--- src/rtl/erf_pkg.sv ---
`timescale 1ns/1ps
package erf_pkg;
  // completion status bit positions
  localparam int ST_VALID    = 0;
  localparam int ST_AUTOCORR = 1;
  localparam int ST_WDOG     = 2;
  localparam int ST_CONT     = 3;
  localparam int STATUS_W    = 4;

  typedef enum logic [2:0] {
    SQ_IDLE,
    SQ_ARM,
    SQ_WAIT,
    SQ_READ,
    SQ_EVAL,
    SQ_FALL,
    SQ_HALT
  } seq_state_e;
endpackage

--- src/rtl/erf_ring.sv ---
`timescale 1ns/1ps
module erf_ring #(
  parameter int DEPTH  = 32,
  parameter int WORD_W = 32,
  localparam int PTR_W = $clog2(DEPTH),
  localparam int CNT_W = PTR_W + 1
) (
  input  logic              clk,
  input  logic              rst_n,
  input  logic              wr_en,
  input  logic [WORD_W-1:0] wr_data,
  input  logic              hold,
  output logic              rd_valid,
  output logic [WORD_W-1:0] rd_data,
  input  logic              rd_ready,
  output logic              pop,
  output logic [CNT_W-1:0]  free_cnt
);
  logic [WORD_W-1:0] mem [DEPTH];
  logic [PTR_W-1:0]  head, tail;
  logic [CNT_W-1:0]  count;

  assign rd_valid = (count != '0) && !hold;
  assign rd_data  = mem[tail];
  assign pop      = rd_valid && rd_ready;
  // one slot stays unused so head == tail only when empty
  assign free_cnt = CNT_W'(DEPTH - 1) - count;

  always_ff @(posedge clk) begin
    if (wr_en) mem[head] <= wr_data;
  end

  // pointers wrap by width; DEPTH is a power of two
  always_ff @(posedge clk) begin
    if (!rst_n) begin
      head  <= '0;
      tail  <= '0;
      count <= '0;
    end else begin
      if (wr_en) head <= head + 1'b1;
      if (pop)   tail <= tail + 1'b1;
      case ({wr_en, pop})
        2'b10:   count <= count + 1'b1;
        2'b01:   count <= count - 1'b1;
        default: count <= count;
      endcase
    end
  end

  assert_no_overflow_R3: assert property (@(posedge clk) disable iff (!rst_n)
    wr_en |-> (count != CNT_W'(DEPTH - 1)));

  assert_hold_data_R2: assert property (@(posedge clk) disable iff (!rst_n)
    (rd_valid && !rd_ready) |=> (hold || (rd_valid && $stable(rd_data))));
endmodule

--- src/rtl/erf_osc_pick.sv ---
`timescale 1ns/1ps
module erf_osc_pick #(
  parameter int NUM_OSC     = 4,
  parameter int RATIO_W     = 16,
  parameter bit ABOVE_ONLY  = 1'b0,
  localparam int OSC_W      = (NUM_OSC > 1) ? $clog2(NUM_OSC) : 1
) (
  input  logic [NUM_OSC*RATIO_W-1:0] ratios,
  input  logic [OSC_W-1:0]           from_idx,
  output logic                       found,
  output logic [OSC_W-1:0]           pick_idx
);
  logic [NUM_OSC-1:0] eligible;

  for (genvar gi = 0; gi < NUM_OSC; gi++) begin : g_elig
    logic usable;
    assign usable = (ratios[gi*RATIO_W +: RATIO_W] != '0);
    if (ABOVE_ONLY) begin : g_above
      assign eligible[gi] = usable && (OSC_W'(gi) > from_idx);
    end else begin : g_from
      assign eligible[gi] = usable && (OSC_W'(gi) >= from_idx);
    end
  end

  // lowest eligible index wins
  always_comb begin
    found    = 1'b0;
    pick_idx = '0;
    for (int i = NUM_OSC - 1; i >= 0; i--) begin
      if (eligible[i]) begin
        found    = 1'b1;
        pick_idx = OSC_W'(i);
      end
    end
  end
endmodule

--- src/rtl/erf_seq.sv ---
`timescale 1ns/1ps
module erf_seq
  import erf_pkg::*;
#(
  parameter int BATCH  = 6,
  parameter int CNT_W  = 6,
  parameter int OSC_W  = 2,
  parameter int WORD_W = 32,
  localparam int IDX_W = $clog2(BATCH)
) (
  input  logic                clk,
  input  logic                rst_n,
  input  logic                strict_mode,
  input  logic                src_done,
  input  logic [STATUS_W-1:0] src_status,
  input  logic                src_rd_ack,
  input  logic [WORD_W-1:0]   src_rd_data,
  input  logic [CNT_W-1:0]    free_cnt,
  input  logic                pop,
  input  logic                first_found,
  input  logic [OSC_W-1:0]    first_idx,
  input  logic                next_found,
  input  logic [OSC_W-1:0]    next_idx,
  output logic                src_start,
  output logic                src_rd_req,
  output logic [IDX_W-1:0]    src_rd_idx,
  output logic [OSC_W-1:0]    active_osc,
  output logic                wr_en,
  output logic [WORD_W-1:0]   wr_data,
  output logic                busy,
  output logic                fatal_err
);
  seq_state_e       state;
  logic             kick;
  logic [IDX_W-1:0] rd_idx;
  logic [OSC_W-1:0] active;
  logic             room, bad_done, halt_done;

  assign room      = (free_cnt >= CNT_W'(BATCH));
  assign halt_done = src_status[ST_CONT] && strict_mode;
  assign bad_done  = !src_status[ST_VALID] &&
                     (src_status[ST_AUTOCORR] || src_status[ST_WDOG]);

  always_ff @(posedge clk) begin
    if (!rst_n) begin
      state  <= SQ_IDLE;
      kick   <= 1'b1;
      active <= '0;
      rd_idx <= '0;
    end else begin
      kick <= 1'b0;
      case (state)
        SQ_IDLE: begin
          kick <= pop;
          if (kick && room && first_found) begin
            active <= first_idx;
            state  <= SQ_ARM;
          end
        end
        SQ_ARM: state <= SQ_WAIT;
        SQ_WAIT: begin
          if (src_done) begin
            if (halt_done)     state <= SQ_HALT;
            else if (bad_done) state <= SQ_FALL;
            else begin
              rd_idx <= '0;
              state  <= SQ_READ;
            end
          end
        end
        SQ_READ: begin
          if (src_rd_ack) begin
            if (src_rd_data == '0)                state <= SQ_FALL;
            else if (rd_idx == IDX_W'(BATCH - 1)) state <= SQ_EVAL;
            else                                  rd_idx <= rd_idx + 1'b1;
          end
        end
        SQ_EVAL: state <= room ? SQ_ARM : SQ_IDLE;
        SQ_FALL: begin
          if (room && next_found) begin
            active <= next_idx;
            state  <= SQ_ARM;
          end else begin
            state <= SQ_IDLE;
          end
        end
        SQ_HALT: state <= SQ_HALT;
        default: state <= SQ_IDLE;
      endcase
    end
  end

  assign src_start  = (state == SQ_ARM);
  assign src_rd_req = (state == SQ_READ);
  assign src_rd_idx = rd_idx;
  assign active_osc = active;
  assign wr_en      = src_rd_req && src_rd_ack && (src_rd_data != '0);
  assign wr_data    = src_rd_data;
  assign busy       = (state != SQ_IDLE) && (state != SQ_HALT);
  assign fatal_err  = (state == SQ_HALT);

  assert_start_room_R3: assert property (@(posedge clk) disable iff (!rst_n)
    src_start |-> (free_cnt >= CNT_W'(BATCH)));

  assert_fatal_sticky_R12: assert property (@(posedge clk) disable iff (!rst_n)
    fatal_err |=> fatal_err);

  assert_halt_quiet_R12: assert property (@(posedge clk) disable iff (!rst_n)
    fatal_err |-> (!src_start && !src_rd_req));

  assert_fallback_up_R6: assert property (@(posedge clk) disable iff (!rst_n)
    (state == SQ_FALL && room && next_found) |=> (active_osc > $past(active_osc)));

  assert_read_idx_R8: assert property (@(posedge clk) disable iff (!rst_n)
    src_rd_req |-> (src_rd_idx < IDX_W'(BATCH)));

  assert_one_flight_R11: assert property (@(posedge clk) disable iff (!rst_n)
    src_start |=> (!src_start && busy));
endmodule

--- src/rtl/entropy_refill_seq.sv ---
`timescale 1ns/1ps
module entropy_refill_seq
  import erf_pkg::*;
#(
  parameter int DEPTH   = 32,
  parameter int BATCH   = 6,
  parameter int NUM_OSC = 4,
  parameter int RATIO_W = 16,
  parameter int WORD_W  = 32,
  localparam int OSC_W  = (NUM_OSC > 1) ? $clog2(NUM_OSC) : 1,
  localparam int IDX_W  = $clog2(BATCH),
  localparam int CNT_W  = $clog2(DEPTH) + 1
) (
  input  logic                       clk,
  input  logic                       rst_n,
  input  logic                       strict_mode,
  input  logic [NUM_OSC*RATIO_W-1:0] osc_ratio,
  output logic                       src_start,
  output logic [OSC_W-1:0]           src_osc_sel,
  output logic [RATIO_W-1:0]         src_ratio,
  input  logic                       src_done,
  input  logic [STATUS_W-1:0]        src_status,
  output logic                       src_rd_req,
  output logic [IDX_W-1:0]           src_rd_idx,
  input  logic                       src_rd_ack,
  input  logic [WORD_W-1:0]          src_rd_data,
  output logic                       cons_valid,
  output logic [WORD_W-1:0]          cons_data,
  input  logic                       cons_ready,
  output logic                       busy,
  output logic                       fatal_err
);
  logic              wr_en, pop;
  logic [WORD_W-1:0] wr_data;
  logic [CNT_W-1:0]  free_cnt;
  logic              first_found, next_found;
  logic [OSC_W-1:0]  first_idx, next_idx, active_osc;

  erf_ring #(.DEPTH(DEPTH), .WORD_W(WORD_W)) u_ring (
    .clk(clk), .rst_n(rst_n), .wr_en(wr_en), .wr_data(wr_data),
    .hold(fatal_err), .rd_valid(cons_valid), .rd_data(cons_data),
    .rd_ready(cons_ready), .pop(pop), .free_cnt(free_cnt)
  );

  erf_osc_pick #(.NUM_OSC(NUM_OSC), .RATIO_W(RATIO_W), .ABOVE_ONLY(1'b0)) u_first (
    .ratios(osc_ratio), .from_idx('0), .found(first_found), .pick_idx(first_idx)
  );

  erf_osc_pick #(.NUM_OSC(NUM_OSC), .RATIO_W(RATIO_W), .ABOVE_ONLY(1'b1)) u_next (
    .ratios(osc_ratio), .from_idx(active_osc), .found(next_found), .pick_idx(next_idx)
  );

  erf_seq #(.BATCH(BATCH), .CNT_W(CNT_W), .OSC_W(OSC_W), .WORD_W(WORD_W)) u_seq (
    .clk(clk), .rst_n(rst_n), .strict_mode(strict_mode),
    .src_done(src_done), .src_status(src_status),
    .src_rd_ack(src_rd_ack), .src_rd_data(src_rd_data),
    .free_cnt(free_cnt), .pop(pop),
    .first_found(first_found), .first_idx(first_idx),
    .next_found(next_found), .next_idx(next_idx),
    .src_start(src_start), .src_rd_req(src_rd_req), .src_rd_idx(src_rd_idx),
    .active_osc(active_osc), .wr_en(wr_en), .wr_data(wr_data),
    .busy(busy), .fatal_err(fatal_err)
  );

  assign src_osc_sel = active_osc;
  assign src_ratio   = osc_ratio[active_osc*RATIO_W +: RATIO_W];

  assert_ratio_nonzero_R4: assert property (@(posedge clk) disable iff (!rst_n)
    src_start |-> (src_ratio != '0));
endmodule

--- config.mk ---
export PLATFORM = sky130hd
export DESIGN_NAME = entropy_refill_seq
export DESIGN_NICKNAME = d
export VERILOG_FILES = /design/src/rtl/erf_pkg.sv /design/src/rtl/erf_ring.sv /design/src/rtl/erf_osc_pick.sv /design/src/rtl/erf_seq.sv /design/src/rtl/entropy_refill_seq.sv
export SDC_FILE = /design/constraint.sdc
export NUM_CORES = 1
export LEC_CHECK = 0
export BUFFER_PORTS_ARGS = -buffer_cell sky130_fd_sc_hd__buf_2
export CORE_ASPECT_RATIO = 0.75
export CORE_MARGIN = 3
export CORE_UTILIZATION = 32
export DETAILED_ROUTE_END_ITERATION = 6
export SLEW_MARGIN = 20
export SYNTH_ARGS = -nofsm -noshare
export SYNTH_HDL_FRONTEND = slang
export SYNTH_SLANG_ARGS = --single-unit
--- constraint.sdc ---
create_clock -name clk -period 3.68 [get_ports clk]
set_input_delay 0.736 -clock clk [delete_from_list [all_inputs] [get_ports clk]]
set_output_delay 0.736 -clock clk [all_outputs]
set_load 0.01 [all_outputs]
==> reports/metrics.cfg <==
[run_status]
run_status=complete, but fails checks
violations=setup timing

[min_path]
worstHoldPathCells=1
hold_class=in -> reg

[global_route]
grt_antenna_before_repair=10
grt_start_max_net_pins=52
grt.overflow.total=0
grt_pass1_vias=21200
grt_pass1_wl_um=157000
grt.total_usage_pct=16.5

[worst_setup_path]
ff2ff_path_depth=12
end_kind=output port
critPathRequiredTime_ns=2.94
crit_chain=buf_4 > buf_4 > bufbuf_16 > mux4_2 > mux4_2 > mux2_4 > buf_2
worstPathArrival_ns=3.07
crit_path_start_kind=flop
worstPathMaxFanout=5
cpPeakStageDelay_ns=0.51
slowest_stage=mux4_2
critPathKind=reg -> out

[die]
die_height_um=317
fp.coreArea_um2=127000
dieArea_um2=133000
row_count=113
die-width_um=420
start_util_pct=32.4
ios=164

[logic_synthesis]
synth_area_leaders=edfxtp_1 (75%), mux4_2 (18%), dfxtp_1 (1.5%), mux2_2 (0.87%), clkbuf_1 (0.46%)
seq_area_frac_synth_pct=76.1
synth_edf_count=1024
synth_most_common_cell=edfxtp_1
synth_area_um2=41200
async_reset_ff_share_pct=0
synth_nets=1879
netlist-cell-type-count=49
yosys_most_used_dff=edfxtp_1
yosys_warnings=0
ys_seq_elements=1054
synth.largest_area_cell=edfxtp_1
synth_commonest_cells=edfxtp_1 (1024), mux4_2 (336), clkbuf_1 (50)
syn_avg_cell_area_um2=23.4
syn-instance-count=1763
synth_top_area_share_pct=74.6

[timing]
slew_headroom_pct=41.3
setup_viol=30
fin_ws_ns=-0.123
slew_viol_final=0
tns_ns=-2.57
rsz0062_at_grt=true
holdWs_ns=0.269
tightest_slew_ns=0.880
fmaxAchievable_ghz=0.263
min_period_ns=3.80
clock_skew_ns=0.0240
period_share_pct=103
final-hold-violation-count=0

[routing]
dr.pass1.iters=5
routed_wl_um=109000
wire_per_inst_um=28.1
drcViolationCount=0
viasPerCell=5.35
ant_nets=0
drtIter0Drc=2591
vias=20800

[place]
io_buffers=163
post-dp-hpwl_um=65200
placed_area_um2=46200
place_congestion=0.824
pre_cts_ws_ns=-0.541

[clocking]
numCtsBuffers=98
cts_hold_buf=0
clockBufferDepth=3
cts_tree=yes
htree_levels=3
cts-root-buf=clkbuf_16
cts_sinks=1054
clkLatencyLatePin_ns=0.68
path_clk_slew_ns=0.06

[run]
max_cap_viol_count=0

[layout]
nets=2249
final_core_util_pct=39.8
num-fill-cells=11100
drive_gt1_share_pct=41.3
design_area_um2=50700
area_delta_synth_final_pct=23.0

[power]
vdd_drop_max_uv=366
power.density_nw_per_um2=548
leakage_nw=15.6

registers in the layout, summed over array words and instances (netlist names), named ones only:
signal	cells
u_seq.kick	1
u_ring.count	6
u_ring.tail	5
u_seq.active_osc	2
u_seq.state	3
u_ring.head	5
u_ring.mem	1024
u_seq.src_rd_idx	3
worst max-delay path, delay by kind of cell (launching register included):
family	cells	cell delay (ns)
DFF	1	0.37
buffers and inverters	4	0.68
muxes	3	1.33
kinds of logic (layout without fill, tap and decap cells):
family / after synthesis / in the layout / share of synthesized area (%)
AO/OA/AOI/OAI: 43 / 43 / 0.683
XOR/XNOR: 14 / 14 / 0.297
adder cells (fa/ha/maj): 10 / 10 / 0.304
buffers and inverters: 104 / 556 / 1.18
flip-flops: 1054 / 1054 / 76.1
multiplexers: 375 / 375 / 19.4
other: 0 / 2 / 0
AND/OR/NAND/NOR: 163 / 163 / 2.07
per-stage QoR:
stage          instances  power [W]
5_1_grt             3882     0.0288
3_3_place_gp        3654     0.0168
6_report            3884     0.0278
2_1_floorplan       1763     0.0158
3_5_place_dp        3654     0.0168
4_1_cts             3887     0.0282
what timing repair did:
item	in CTS	in global routing
setup endpoints to repair	32	32
gates cloned	25	0
setup buffers	26	1
resized for setup	105	10
report_power, final:
part,total [W],switching [W],leakage [nW],internal (W)
registers,0.0133,0.0000649,9.45,0.0132
clock network,0.0102,0.00446,1.55,0.00570
logic,0.00434,0.00183,4.63,0.00251
cells in the final DEF, fill, tap and decap left out, types with 4 or more instances in the layout:
cell / synthesis / final
buf_6: 5 / 25
or3_1: 5 / 5
clkinv_1: 0 / 24
dfxtp_1: 30 / 25
a21oi_1: 12 / 12
buf_8: 0 / 5
mux2_4: 0 / 30
nand4_1: 5 / 5
nand2b_1: 5 / 5
nor2_4: 0 / 32
mux4_2: 336 / 336
xor2_1: 8 / 8
nand3_1: 12 / 12
nor2_1: 46 / 14
xnor2_1: 6 / 6
ha_1: 10 / 10
nor4_1: 27 / 26
clkbuf_1: 50 / 19
buf_16: 0 / 28
o21ai_0: 11 / 11
buf_2: 18 / 139
dfxtp_4: 0 / 4
nor3_1: 6 / 6
buf_4: 10 / 74
and2_1: 11 / 11
inv_6: 0 / 5
edfxtp_1: 1024 / 1024
inv_1: 9 / 9
bufinv_16: 0 / 11
clkbuf_16: 0 / 98
buf_12: 0 / 93
mux2i_1: 7 / 7
nand2_1: 23 / 23
clkinv_2: 0 / 17
nor2b_1: 6 / 6
final cells by class:
| cell class | instances | area [µm²] | area share (%) |
|---|---|---|---|
| antenna | 2 | 5.00 | 0.00987 |
| clock buffer | 117 | 2520 | 4.98 |
| clock inverter | 65 | 667 | 1.32 |
| inverter | 9 | 33.8 | 0.0666 |
| multi-input combinational | 605 | 9740 | 19.2 |
| sequential | 1054 | 31400 | 61.9 |
| tap | 1667 | 2090 | 4.11 |
| timing repair buffer | 365 | 4270 | 8.43 |
layer usage:
| metal | global-route usage [%] | vias up | routed length [µm] | share of wire, % |
|---|---|---|---|---|
| met3 | 3.69 | 138 | 8880 | 8.1 |
| met2 | 25.8 | 993 | 51500 | 47 |
| met5 | 0 | - | 27 | 0.025 |
| met1 | 24.2 | 11300 | 47400 | 43 |
| met4 | 2.68 | 4 | 1470 | 1.3 |
| li1 | - | 8360 | - | - |
final timing paths:
kind / slack, ns / startpoint / to
setup / recovery: -0.12 / flop / cons_data[5]
hold reg to reg: 0.52 / u_ring.count[5] / u_ring.count[5]
setup reg to reg: 0.57 / u_seq.state[0] / u_ring.count[3]
hold / removal: 0.27 / src_rd_data[17] / u_ring.mem[16][17]
(Power assumes the default switching activity.)
